--- config.mk ---
export PLATFORM = sky130hd
export DESIGN_NAME = cfg_scrub_ctrl
export DESIGN_NICKNAME = d
export VERILOG_FILES = /design/src/rtl/cfg_scrub_pkg.sv /design/src/rtl/cfg_scrub_syn.sv /design/src/rtl/cfg_scrub_fbuf.sv /design/src/rtl/cfg_scrub_ctrl.sv
export SDC_FILE = /design/constraint.sdc
export NUM_CORES = 1
export LEC_CHECK = 0
export ABC_AREA = 1
export BUFFER_PORTS_ARGS = -buffer_cell sky130_fd_sc_hd__buf_2
export CORE_UTILIZATION = 45
export DETAILED_ROUTE_END_ITERATION = 6
export GPL_ROUTABILITY_DRIVEN = 0
export PLACE_DENSITY_LB_ADDON = 0.2
export SLEW_MARGIN = 20
export SYNTH_ARGS = -nofsm -noshare
export SYNTH_HDL_FRONTEND = slang
export SYNTH_SLANG_ARGS = --single-unit
--- constraint.sdc ---
create_clock -name clk_i -period 5.4 [get_ports clk_i]
set_clock_uncertainty 0.1 [all_clocks]
set_input_delay 0.27 -clock clk_i [delete_from_list [all_inputs] [get_ports clk_i]]
set_output_delay 0.27 -clock clk_i [all_outputs]
set_load 0.05 [all_outputs]
--- src/rtl/cfg_scrub_pkg.sv ---
package cfg_scrub_pkg;
  typedef enum logic [1:0] {
    MODE_INIT = 2'd0,
    MODE_WALK = 2'd1,
    MODE_RUN  = 2'd2
  } scan_mode_e;

  typedef enum logic [1:0] {
    CLS_NONE    = 2'd0,
    CLS_SINGLE  = 2'd1,
    CLS_MULTI   = 2'd2,
    CLS_PATCHED = 2'd3
  } err_class_e;

  typedef enum logic [2:0] {
    ST_INIT, ST_RD, ST_RWAIT, ST_CLASS, ST_WB, ST_PATCH, ST_NEXT, ST_RUN
  } scrub_state_e;
endpackage

--- src/rtl/cfg_scrub_syn.sv ---
module cfg_scrub_syn #(
  parameter int WORD_W      = 32,
  parameter int FRAME_WORDS = 41,
  parameter int POS_W       = 11,
  parameter int WIDX_W      = 6
) (
  input  logic              clk_i,
  input  logic              rst_ni,
  input  logic              clr_i,
  input  logic              en_i,
  input  logic [WIDX_W-1:0] widx_i,
  input  logic [WORD_W-1:0] data_i,
  output logic [POS_W-1:0]  pos_o,
  output logic              perr_o
);
  localparam int BIT_W   = $clog2(WORD_W);
  localparam int ECC_IDX = FRAME_WORDS - 1;

  logic [POS_W-1:0] base, word_pos;
  logic             word_par;

  always_comb begin
    base     = POS_W'({widx_i, {BIT_W{1'b0}}});
    word_pos = '0;
    word_par = ^data_i;
    if (widx_i == WIDX_W'(ECC_IDX)) begin
      word_pos = data_i[POS_W-1:0];
      word_par = data_i[POS_W];
    end else begin
      for (int b = 0; b < WORD_W; b++) begin
        if (data_i[b]) word_pos = word_pos ^ (base + POS_W'(b + 1));
      end
    end
  end

  always_ff @(posedge clk_i or negedge rst_ni) begin
    if (!rst_ni) begin
      pos_o  <= '0;
      perr_o <= 1'b0;
    end else if (clr_i) begin
      pos_o  <= '0;
      perr_o <= 1'b0;
    end else if (en_i) begin
      pos_o  <= pos_o ^ word_pos;
      perr_o <= perr_o ^ word_par;
    end
  end
endmodule

--- src/rtl/cfg_scrub_fbuf.sv ---
module cfg_scrub_fbuf #(
  parameter int WORD_W      = 32,
  parameter int FRAME_WORDS = 41,
  parameter int WIDX_W      = 6
) (
  input  logic              clk_i,
  input  logic              we_i,
  input  logic [WIDX_W-1:0] waddr_i,
  input  logic [WORD_W-1:0] wdata_i,
  input  logic [WIDX_W-1:0] raddr_i,
  output logic [WORD_W-1:0] rdata_o
);
  logic [WORD_W-1:0] mem_q [FRAME_WORDS];

  always_ff @(posedge clk_i) begin
    if (we_i) mem_q[waddr_i] <= wdata_i;
  end

  assign rdata_o = mem_q[raddr_i];
endmodule

--- src/rtl/cfg_scrub_ctrl.sv ---
module cfg_scrub_ctrl
  import cfg_scrub_pkg::*;
#(
  parameter int WORD_W      = 32,
  parameter int FRAME_WORDS = 41,
  parameter int NUM_FRAMES  = 8,
  localparam int DATA_BITS  = (FRAME_WORDS - 1) * WORD_W,
  localparam int POS_W      = $clog2(DATA_BITS + 1),
  localparam int SYN_W      = POS_W + 1,
  localparam int WIDX_W     = $clog2(FRAME_WORDS),
  localparam int FADDR_W    = $clog2(NUM_FRAMES > 1 ? NUM_FRAMES : 2)
) (
  input  logic               clk_i,
  input  logic               rst_ni,
  input  logic               err_flag_i,
  input  logic               busy_i,
  output logic               req_o,
  output logic               we_o,
  output logic [FADDR_W-1:0] frame_o,
  output logic [WIDX_W-1:0]  word_o,
  output logic [WORD_W-1:0]  wdata_o,
  input  logic               rvalid_i,
  input  logic [WORD_W-1:0]  rdata_i,
  output logic [1:0]         scan_mode_o,
  output logic               stat_valid_o,
  output logic [FADDR_W-1:0] stat_frame_o,
  output logic [SYN_W-1:0]   stat_syn_o,
  output logic [1:0]         stat_class_o
);
  localparam int BIT_W   = $clog2(WORD_W);
  localparam int ECC_IDX = FRAME_WORDS - 1;

  scrub_state_e       state_q;
  logic [FADDR_W-1:0] frame_q;
  logic [WIDX_W-1:0]  word_q, fix_word_q;
  logic [BIT_W-1:0]   fix_bit_q;

  logic [POS_W-1:0]   syn_pos, fix_idx;
  logic               syn_perr, syn_clr, syn_en;
  logic               is_clean, is_single, last_word, last_frame;
  logic [WORD_W-1:0]  buf_rdata;

  assign syn_clr = (state_q == ST_INIT) || (state_q == ST_NEXT) || (state_q == ST_RUN);
  assign syn_en  = (state_q == ST_RWAIT) && rvalid_i;

  cfg_scrub_syn #(
    .WORD_W(WORD_W), .FRAME_WORDS(FRAME_WORDS), .POS_W(POS_W), .WIDX_W(WIDX_W)
  ) u_syn (
    .clk_i  (clk_i),
    .rst_ni (rst_ni),
    .clr_i  (syn_clr),
    .en_i   (syn_en),
    .widx_i (word_q),
    .data_i (rdata_i),
    .pos_o  (syn_pos),
    .perr_o (syn_perr)
  );

  cfg_scrub_fbuf #(
    .WORD_W(WORD_W), .FRAME_WORDS(FRAME_WORDS), .WIDX_W(WIDX_W)
  ) u_fbuf (
    .clk_i   (clk_i),
    .we_i    (syn_en),
    .waddr_i (word_q),
    .wdata_i (rdata_i),
    .raddr_i (word_q),
    .rdata_o (buf_rdata)
  );

  assign is_clean   = (syn_pos == '0) && !syn_perr;
  assign is_single  = syn_perr && (syn_pos != '0) && (syn_pos <= POS_W'(DATA_BITS));
  assign fix_idx    = syn_pos - POS_W'(1);
  assign last_word  = (word_q == WIDX_W'(ECC_IDX));
  assign last_frame = (frame_q == FADDR_W'(NUM_FRAMES - 1));

  // frame port
  always_comb begin
    req_o   = 1'b0;
    we_o    = 1'b0;
    wdata_o = '0;
    unique case (state_q)
      ST_RD:    req_o = 1'b1;
      ST_WB: begin
        req_o   = 1'b1;
        we_o    = 1'b1;
        wdata_o = buf_rdata ^ ((word_q == fix_word_q) ? (WORD_W'(1) << fix_bit_q) : '0);
      end
      ST_PATCH: begin
        req_o   = 1'b1;
        we_o    = 1'b1;
        wdata_o = buf_rdata ^ WORD_W'({syn_perr, syn_pos});
      end
      default: ;
    endcase
  end

  assign frame_o = frame_q;
  assign word_o  = word_q;

  always_comb begin
    unique case (state_q)
      ST_INIT: scan_mode_o = MODE_INIT;
      ST_RUN:  scan_mode_o = MODE_RUN;
      default: scan_mode_o = MODE_WALK;
    endcase
  end

  always_ff @(posedge clk_i or negedge rst_ni) begin
    if (!rst_ni) begin
      state_q      <= ST_INIT;
      frame_q      <= '0;
      word_q       <= '0;
      fix_word_q   <= '0;
      fix_bit_q    <= '0;
      stat_valid_o <= 1'b0;
      stat_frame_o <= '0;
      stat_syn_o   <= '0;
      stat_class_o <= CLS_NONE;
    end else begin
      stat_valid_o <= 1'b0;
      unique case (state_q)
        ST_INIT: begin
          frame_q <= '0;
          word_q  <= '0;
          state_q <= ST_RD;
        end
        ST_RD: if (!busy_i) state_q <= ST_RWAIT;
        ST_RWAIT: if (rvalid_i) begin
          if (last_word) state_q <= ST_CLASS;
          else begin
            word_q  <= word_q + WIDX_W'(1);
            state_q <= ST_RD;
          end
        end
        ST_CLASS: begin
          if (is_clean) state_q <= ST_NEXT;
          else begin
            stat_valid_o <= 1'b1;
            stat_frame_o <= frame_q;
            stat_syn_o   <= {syn_perr, syn_pos};
            if (is_single) begin
              stat_class_o <= CLS_SINGLE;
              fix_word_q   <= WIDX_W'(fix_idx >> BIT_W);
              fix_bit_q    <= fix_idx[BIT_W-1:0];
              word_q       <= '0;
              state_q      <= ST_WB;
            end else begin
              stat_class_o <= CLS_MULTI;
              word_q       <= WIDX_W'(ECC_IDX);
              state_q      <= ST_PATCH;
            end
          end
        end
        ST_WB: if (!busy_i) begin
          if (last_word) state_q <= ST_NEXT;
          else word_q <= word_q + WIDX_W'(1);
        end
        ST_PATCH: if (!busy_i) begin
          stat_valid_o <= 1'b1;
          stat_class_o <= CLS_PATCHED;
          state_q      <= ST_NEXT;
        end
        ST_NEXT: begin
          word_q <= '0;
          if (last_frame) begin
            frame_q <= '0;
            state_q <= ST_RUN;
          end else begin
            frame_q <= frame_q + FADDR_W'(1);
            state_q <= ST_RD;
          end
        end
        ST_RUN: if (err_flag_i) begin
          frame_q <= '0;
          word_q  <= '0;
          state_q <= ST_RD;
        end
        default: state_q <= ST_INIT;
      endcase
    end
  end
endmodule

==> metrics, run 1 <==
post-synthesis register bit count between 1,000 and 1,500; Fill cells ~9,800; Initial Util 0.455; TNS Setup 0 ps; Slowest Stage Delay on Critical Path ~740 ps; Critical path buffers and inverters 4; clock sinks ~1,400; Remaining DRCs 0; H-tree depth 4; number of global-route vias before repair around 32,000; CTS resizes 0; cell taking the most area after synthesis edfxtp_1; Post-synth EDFFs ~1,300; Die H roughly 350 um; switch share 0.331; Avg Inst Size Synth ~14 um2; CTS max path bufs 3; row count between 100 and 150; multi-input combinational cell area 0.0116 mm2; maximum VDD drop around 0.00032 V; Worst path slowest cell dfrtp_1; combinational power share 0.251; ys flop type edfxtp_1; global-route wire length before repair 234,000 um; Slew Limit Fails 0; pwr/cell area about 460 mW/mm2; Worst-Margin Slew 1100 ps; layout cells sized above 1 0.129; LEAKAGE around 21 nW; Post-DP HPWL 95,900 um; total grt overflow 0; shortest period the worst path allows 5000 ps; CTS tree built; register share of total power 0.421; Critical Setup Path Class flip-flop to output port; total track usage 0.271; area fraction of the dominant cell type after synthesis 0.734; Finish-stage setup viols 0; CP max FO 71; top cells by area, synth edfxtp_1 73%, nand2_1 6.3%, dfrtp_1 2.5%; Netlist Area Pre-Place 0.0537 mm2; Root Buffer clkbuf_16; r2r setup slk 1440 ps; vias about 34,000; DR vias/cell 5.96; crit-path cells inv_2 -> nand3_2 -> inv_6 -> buf_4 -> nand2_1 -> nand2_1 -> a21oi_1 -> a31oi_1 -> or2_1 -> a21oi_1 -> nand3_1 -> o21ai_1 -> buf_2; RSZ-0062 raised after global routing no; wire length per cell 28.8 um; worst rel slew slack 0.267; Achievable Freq roughly 200 MHz; post-layout util 0.521; Synth top cells by count 1,312 x edfxtp_1, 908 x nand2_1, 176 x a22oi_1; HP Class primary input to flip-flop; Synth Net Count slightly below 4,000; status completed; final wirelength roughly 160,000 um; largest net degree at the start of global routing slightly above 70; 1st-iter DRT viols about 4,200; Critical Path End Type output port; Reg area 0.0407 mm2; synth unique cells 55; post-CTS setup buffer count 0; async set-reset flop share out of synthesis 0.0388; Synth warnings 0; Clock Power Share 0.327; P_sw roughly 9.5 mW; CP top delay family buffers and inverters; cells after synthesis between 3,000 and 4,000; final hold vios 0; crit path DAT approximately 4600 ps; register area share after synthesis 0.759; internal power component between 15 and 20 mW; most common cell in the netlist edfxtp_1; Layout Nets ~4,100; clock buffer count from CTS 139; Antenna Nets Post-Route 0; period utilization 0.926; cts hold-fix bufs 13; Core Area approximately 0.12 mm2; Die W approximately 350 um; Die ar. between 0.1 and 0.15 mm2; max cap viols 0; IO Pins 100; IO Port Bufs between 90 and 100; WP data required a little over 5000 ps; first-pass iteration count of the detailed router 6; initial antenna violation count 5; Startpoint Class flip-flop; Area Overhead vs Synth 14.5%; Skew-Pair Late Insertion Delay about 750 ps; clock-pin slew on the worst setup and hold paths approximately 60 ps
==> power by group through the flow <==
stage / logic, mW / clock network (mW) / registers (mW)
floorplan: 4.25 / 0 / 12.3
global placement: 7.05 / 0 / 12.2
detailed placement: 7.08 / 0 / 12.2
CTS: 7.12 / 9.43 / 12.0
global route: 7.69 / 9.81 / 12.0
finish: 7.18 / 9.34 / 12.0
==> area by class of cell <==
type                            instances  area share
Inverter                              174      0.0112
Tap cell                             1536      0.0313
Timing Repair Buffer                  263      0.0347
Multi-Input combinational cell       2120       0.189
Clock inverter                         78      0.0112
Clock buffer                          172      0.0598
Antenna cell                            1   0.0000407
Sequential cell                      1365       0.662
==> routing by layer <==
layer | up-vias | GRT usage | part of all wire
met5 | - | 0 | 0
met2 | 1721 | 0.420 | 0.46
met4 | 0 | 0.0758 | 0.024
met1 | 17300 | 0.393 | 0.43
met3 | 221 | 0.0498 | 0.095
li1 | 14800 | - | -
==> cell families after synthesis <==
family | synth area share
fa+ha+maj | 0.00140
simple gates | 0.110
xor+xnor | 0.0130
compound gates | 0.0864
mux | 0.000210
buf+inv | 0.0307
flops | 0.759
==> through the flow <==
step	cell area, um2	total power, mW	hold slack, ps	worst slack, ps	cells
final	61500	28.5	33.5	401	5709
after global routing	61500	29.5	35.6	213	5708
after CTS	61500	28.6	4.61	469	5708
after detailed placement	57000	19.3	356	1270	5445
after global placement	57000	19.3	359	1320	5445
after floorplan	53700	16.6	-126	1270	3847
==> final timing paths <==
check / start / end / depth (start not counted)
max in group asynchronous: rst_ni / word_o[5] / 3
min in group asynchronous: rst_ni / stat_syn_o[9] / 3
min reg2reg: stat_syn_o[8] / stat_syn_o[8] / 2
max: word_o[0] / wdata_o[29] / 13
max reg2reg: word_o[0] / u_fbuf.mem_q[17][17] / 6
min: rdata_i[6] / u_fbuf.mem_q[10][6] / 2
==> state kept, by name (all words and copies together) (netlist names) <==
register,cells
stat_valid_o,1
stat_syn_o,12
stat_frame_o,3
word_o,6
u_syn.perr_o,1
stat_class_o,2
fix_bit_q,5
u_syn.pos_o,11
state_q,3
frame_o,3
fix_word_q,6
u_fbuf.mem_q,1312
==> layout by cell type (no fill, tap or decap), drive strengths merged, types with 56 or more instances in the layout <==
master and instances:
edfxtp 1312, nand2 918, buf 250, a22oi 176, inv 175, clkbuf 172, nor2 166, nand3 130
o21ai 127, a221oi 124, nand4 122, a21oi 104, clkinv 63, a22o 56
Note: power is estimated with default switching activity, not from simulation.
==> run 2, diff against run 1 <==
--- a/config.mk
+++ b/config.mk
@@ -7,7 +7,9 @@
 export LEC_CHECK = 0
 export ABC_AREA = 1
 export BUFFER_PORTS_ARGS = -buffer_cell sky130_fd_sc_hd__buf_2
-export CORE_UTILIZATION = 45
+export CELL_PAD_IN_SITES_DETAIL_PLACEMENT = 0
+export CELL_PAD_IN_SITES_GLOBAL_PLACEMENT = 2
+export CORE_UTILIZATION = 41
 export DETAILED_ROUTE_END_ITERATION = 6
 export GPL_ROUTABILITY_DRIVEN = 0
 export PLACE_DENSITY_LB_ADDON = 0.2
==> metrics, run 2 (same netlist as run 1, synthesis figures left out) <==
status completed; WP data required a little over 5000 ps; cts hold-fix bufs 15; biggest regs u_fbuf.mem_q x1312, stat_syn_o x12, u_syn.pos_o x11; worst rel slew slack 0.299; first-pass iteration count of the detailed router 5; H-tree depth 4; Largest register FFs about 1,300; wire length per cell about 30 um; Clock Power Share 0.334; internal power component around 19 mW; most frequent cells in the layout 1,312 x edfxtp_1, 908 x nand2_1, 176 x a22oi_1, 155 x inv_1, 147 x clkbuf_16; Largest Register u_fbuf.mem_q; CTS max path bufs 3; Root Buffer clkbuf_16; Die H between 300 and 400 um; max cap viols 0; total track usage 0.266; dpl cells around 5,600; Non-Filler Instances roughly 6,000; Skew-Pair Late Insertion Delay between 700 and 800 ps; GRT met1 Usage 0.377; IO Port Bufs 99; Startpoint Class flip-flop; Finish-stage setup viols 0; row count around 130; LEAKAGE 21.0 nW; Critical Setup Path Class flip-flop to output port; HP Class primary input to flip-flop; RSZ-0062 raised after global routing no; hold_ws around 40 ps; Critical Path End Type output port; pwr/cell area between 400 and 500 mW/mm2; switch share 0.339; Die W 364 um; CP top delay family buffers and inverters; total grt overflow 0; Achievable Freq between 150 and 200 MHz; layout cells sized above 1 0.131; initial antenna violation count 13; multi-input combinational cell area 0.0116 mm2; Slowest Stage Delay on Critical Path roughly 840 ps; global routing's busiest layer met2; post-CTS setup buffer count 0; IO Pins 100; vias 33,700; P_sw 9.95 mW; Post-DP HPWL between 100,000 and 150,000 um; largest net degree at the start of global routing 80; period utilization 0.956; Area Overhead vs Synth 15.5%; GR Layer Usage met2 0.428; clock buffer count from CTS between 100 and 150; global-route wire length before repair 247,000 um; most common cell after layout, fill and taps aside edfxtp_1; 1st-iter DRT viols about 3,700; post-layout util 0.478; TNS Setup 0 ps; Overall Power around 30 mW; Worst-Margin Slew 1050 ps; Antenna Nets Post-Route 0; combinational power share 0.257; shortest period the worst path allows between 5000 and 6000 ps; crit-path cells nand3_2 -> inv_6 -> buf_4 -> a22oi_1 -> a31oi_1 -> or2_1 -> a21oi_1 -> nand3_1 -> nand2_1 -> o21ai_1 -> buf_2; number of global-route vias before repair ~32,000; Core Area 0.130 mm2; Reg area 0.0407 mm2; clock-pin slew on the worst setup and hold paths ~60 ps; Layout Nets 4,112; DR vias/cell between 5 and 6; crit path DAT ~4800 ps; Die ar. 0.132 mm2; register share of total power 0.409; CP max FO 70; final hold vios 0; Fill cells 11,200; final wirelength between 150,000 and 200,000 um; Remaining DRCs 0; Slew Limit Fails 0; clock sinks between 1,000 and 1,500; GRT met3 Usage 0.0428; maximum VDD drop 0.000323 V; Worst path slowest cell inv_6; CTS resizes 0; Initial Util 0.414; Critical path buffers and inverters 3; CTS tree built
[run 2: path summary, 6_finish.rpt]
kind / endpoint / slack (ps) / depth (start not counted) / from
worst min register to register: stat_syn_o[1] / 380 / 2 / stat_syn_o[1]
worst max-delay path: wdata_o[29] / 240 / 11 / word_o[0]
max in group asynchronous: word_o[5] / 4560 / 3 / rst_ni
worst max register to register: u_fbuf.mem_q[23][18] / 1360 / 6 / word_o[0]
worst min-delay path: u_fbuf.mem_q[33][18] / 40 / 2 / rdata_i[18]
min in group asynchronous: stat_syn_o[9] / 80 / 3 / rst_ni
[run 2: routing by layer]
metal  up-vias  share of wire
met5         -              0
met4         0          0.019
met3       188          0.072
met2      1275           0.47
met1     17400           0.44
li1      14800              -
[run 2: power groups by stage]
stage | sequential (mW) | combinational (mW) | clock (mW)
2_1_floorplan | 12.3 | 4.25 | 0
3_3_place_gp | 12.2 | 7.51 | 0
3_5_place_dp | 12.2 | 7.51 | 0
4_1_cts | 12.0 | 7.55 | 9.90
5_1_grt | 12.0 | 8.11 | 10.3
6_report | 12.0 | 7.52 | 9.80
[run 2: per-stage QoR]
step / area [um2] / setup slack (ps)
final: 62000 / 237
after global routing: 62000 / 67.7
after CTS: 62000 / 174
after detailed placement: 57200 / 1040
after global placement: 57200 / 1100
after floorplan: 53700 / 1270
[run 2: cell type report]
type / instances / area share
Timing Repair Buffer: 261 / 0.0347
Inverter: 174 / 0.0111
Tap cell: 1742 / 0.0351
Multi-Input combinational cell: 2120 / 0.188
Clock inverter: 72 / 0.0123
Antenna cell: 2 / 0.0000807
Clock buffer: 193 / 0.0623
Sequential cell: 1365 / 0.657
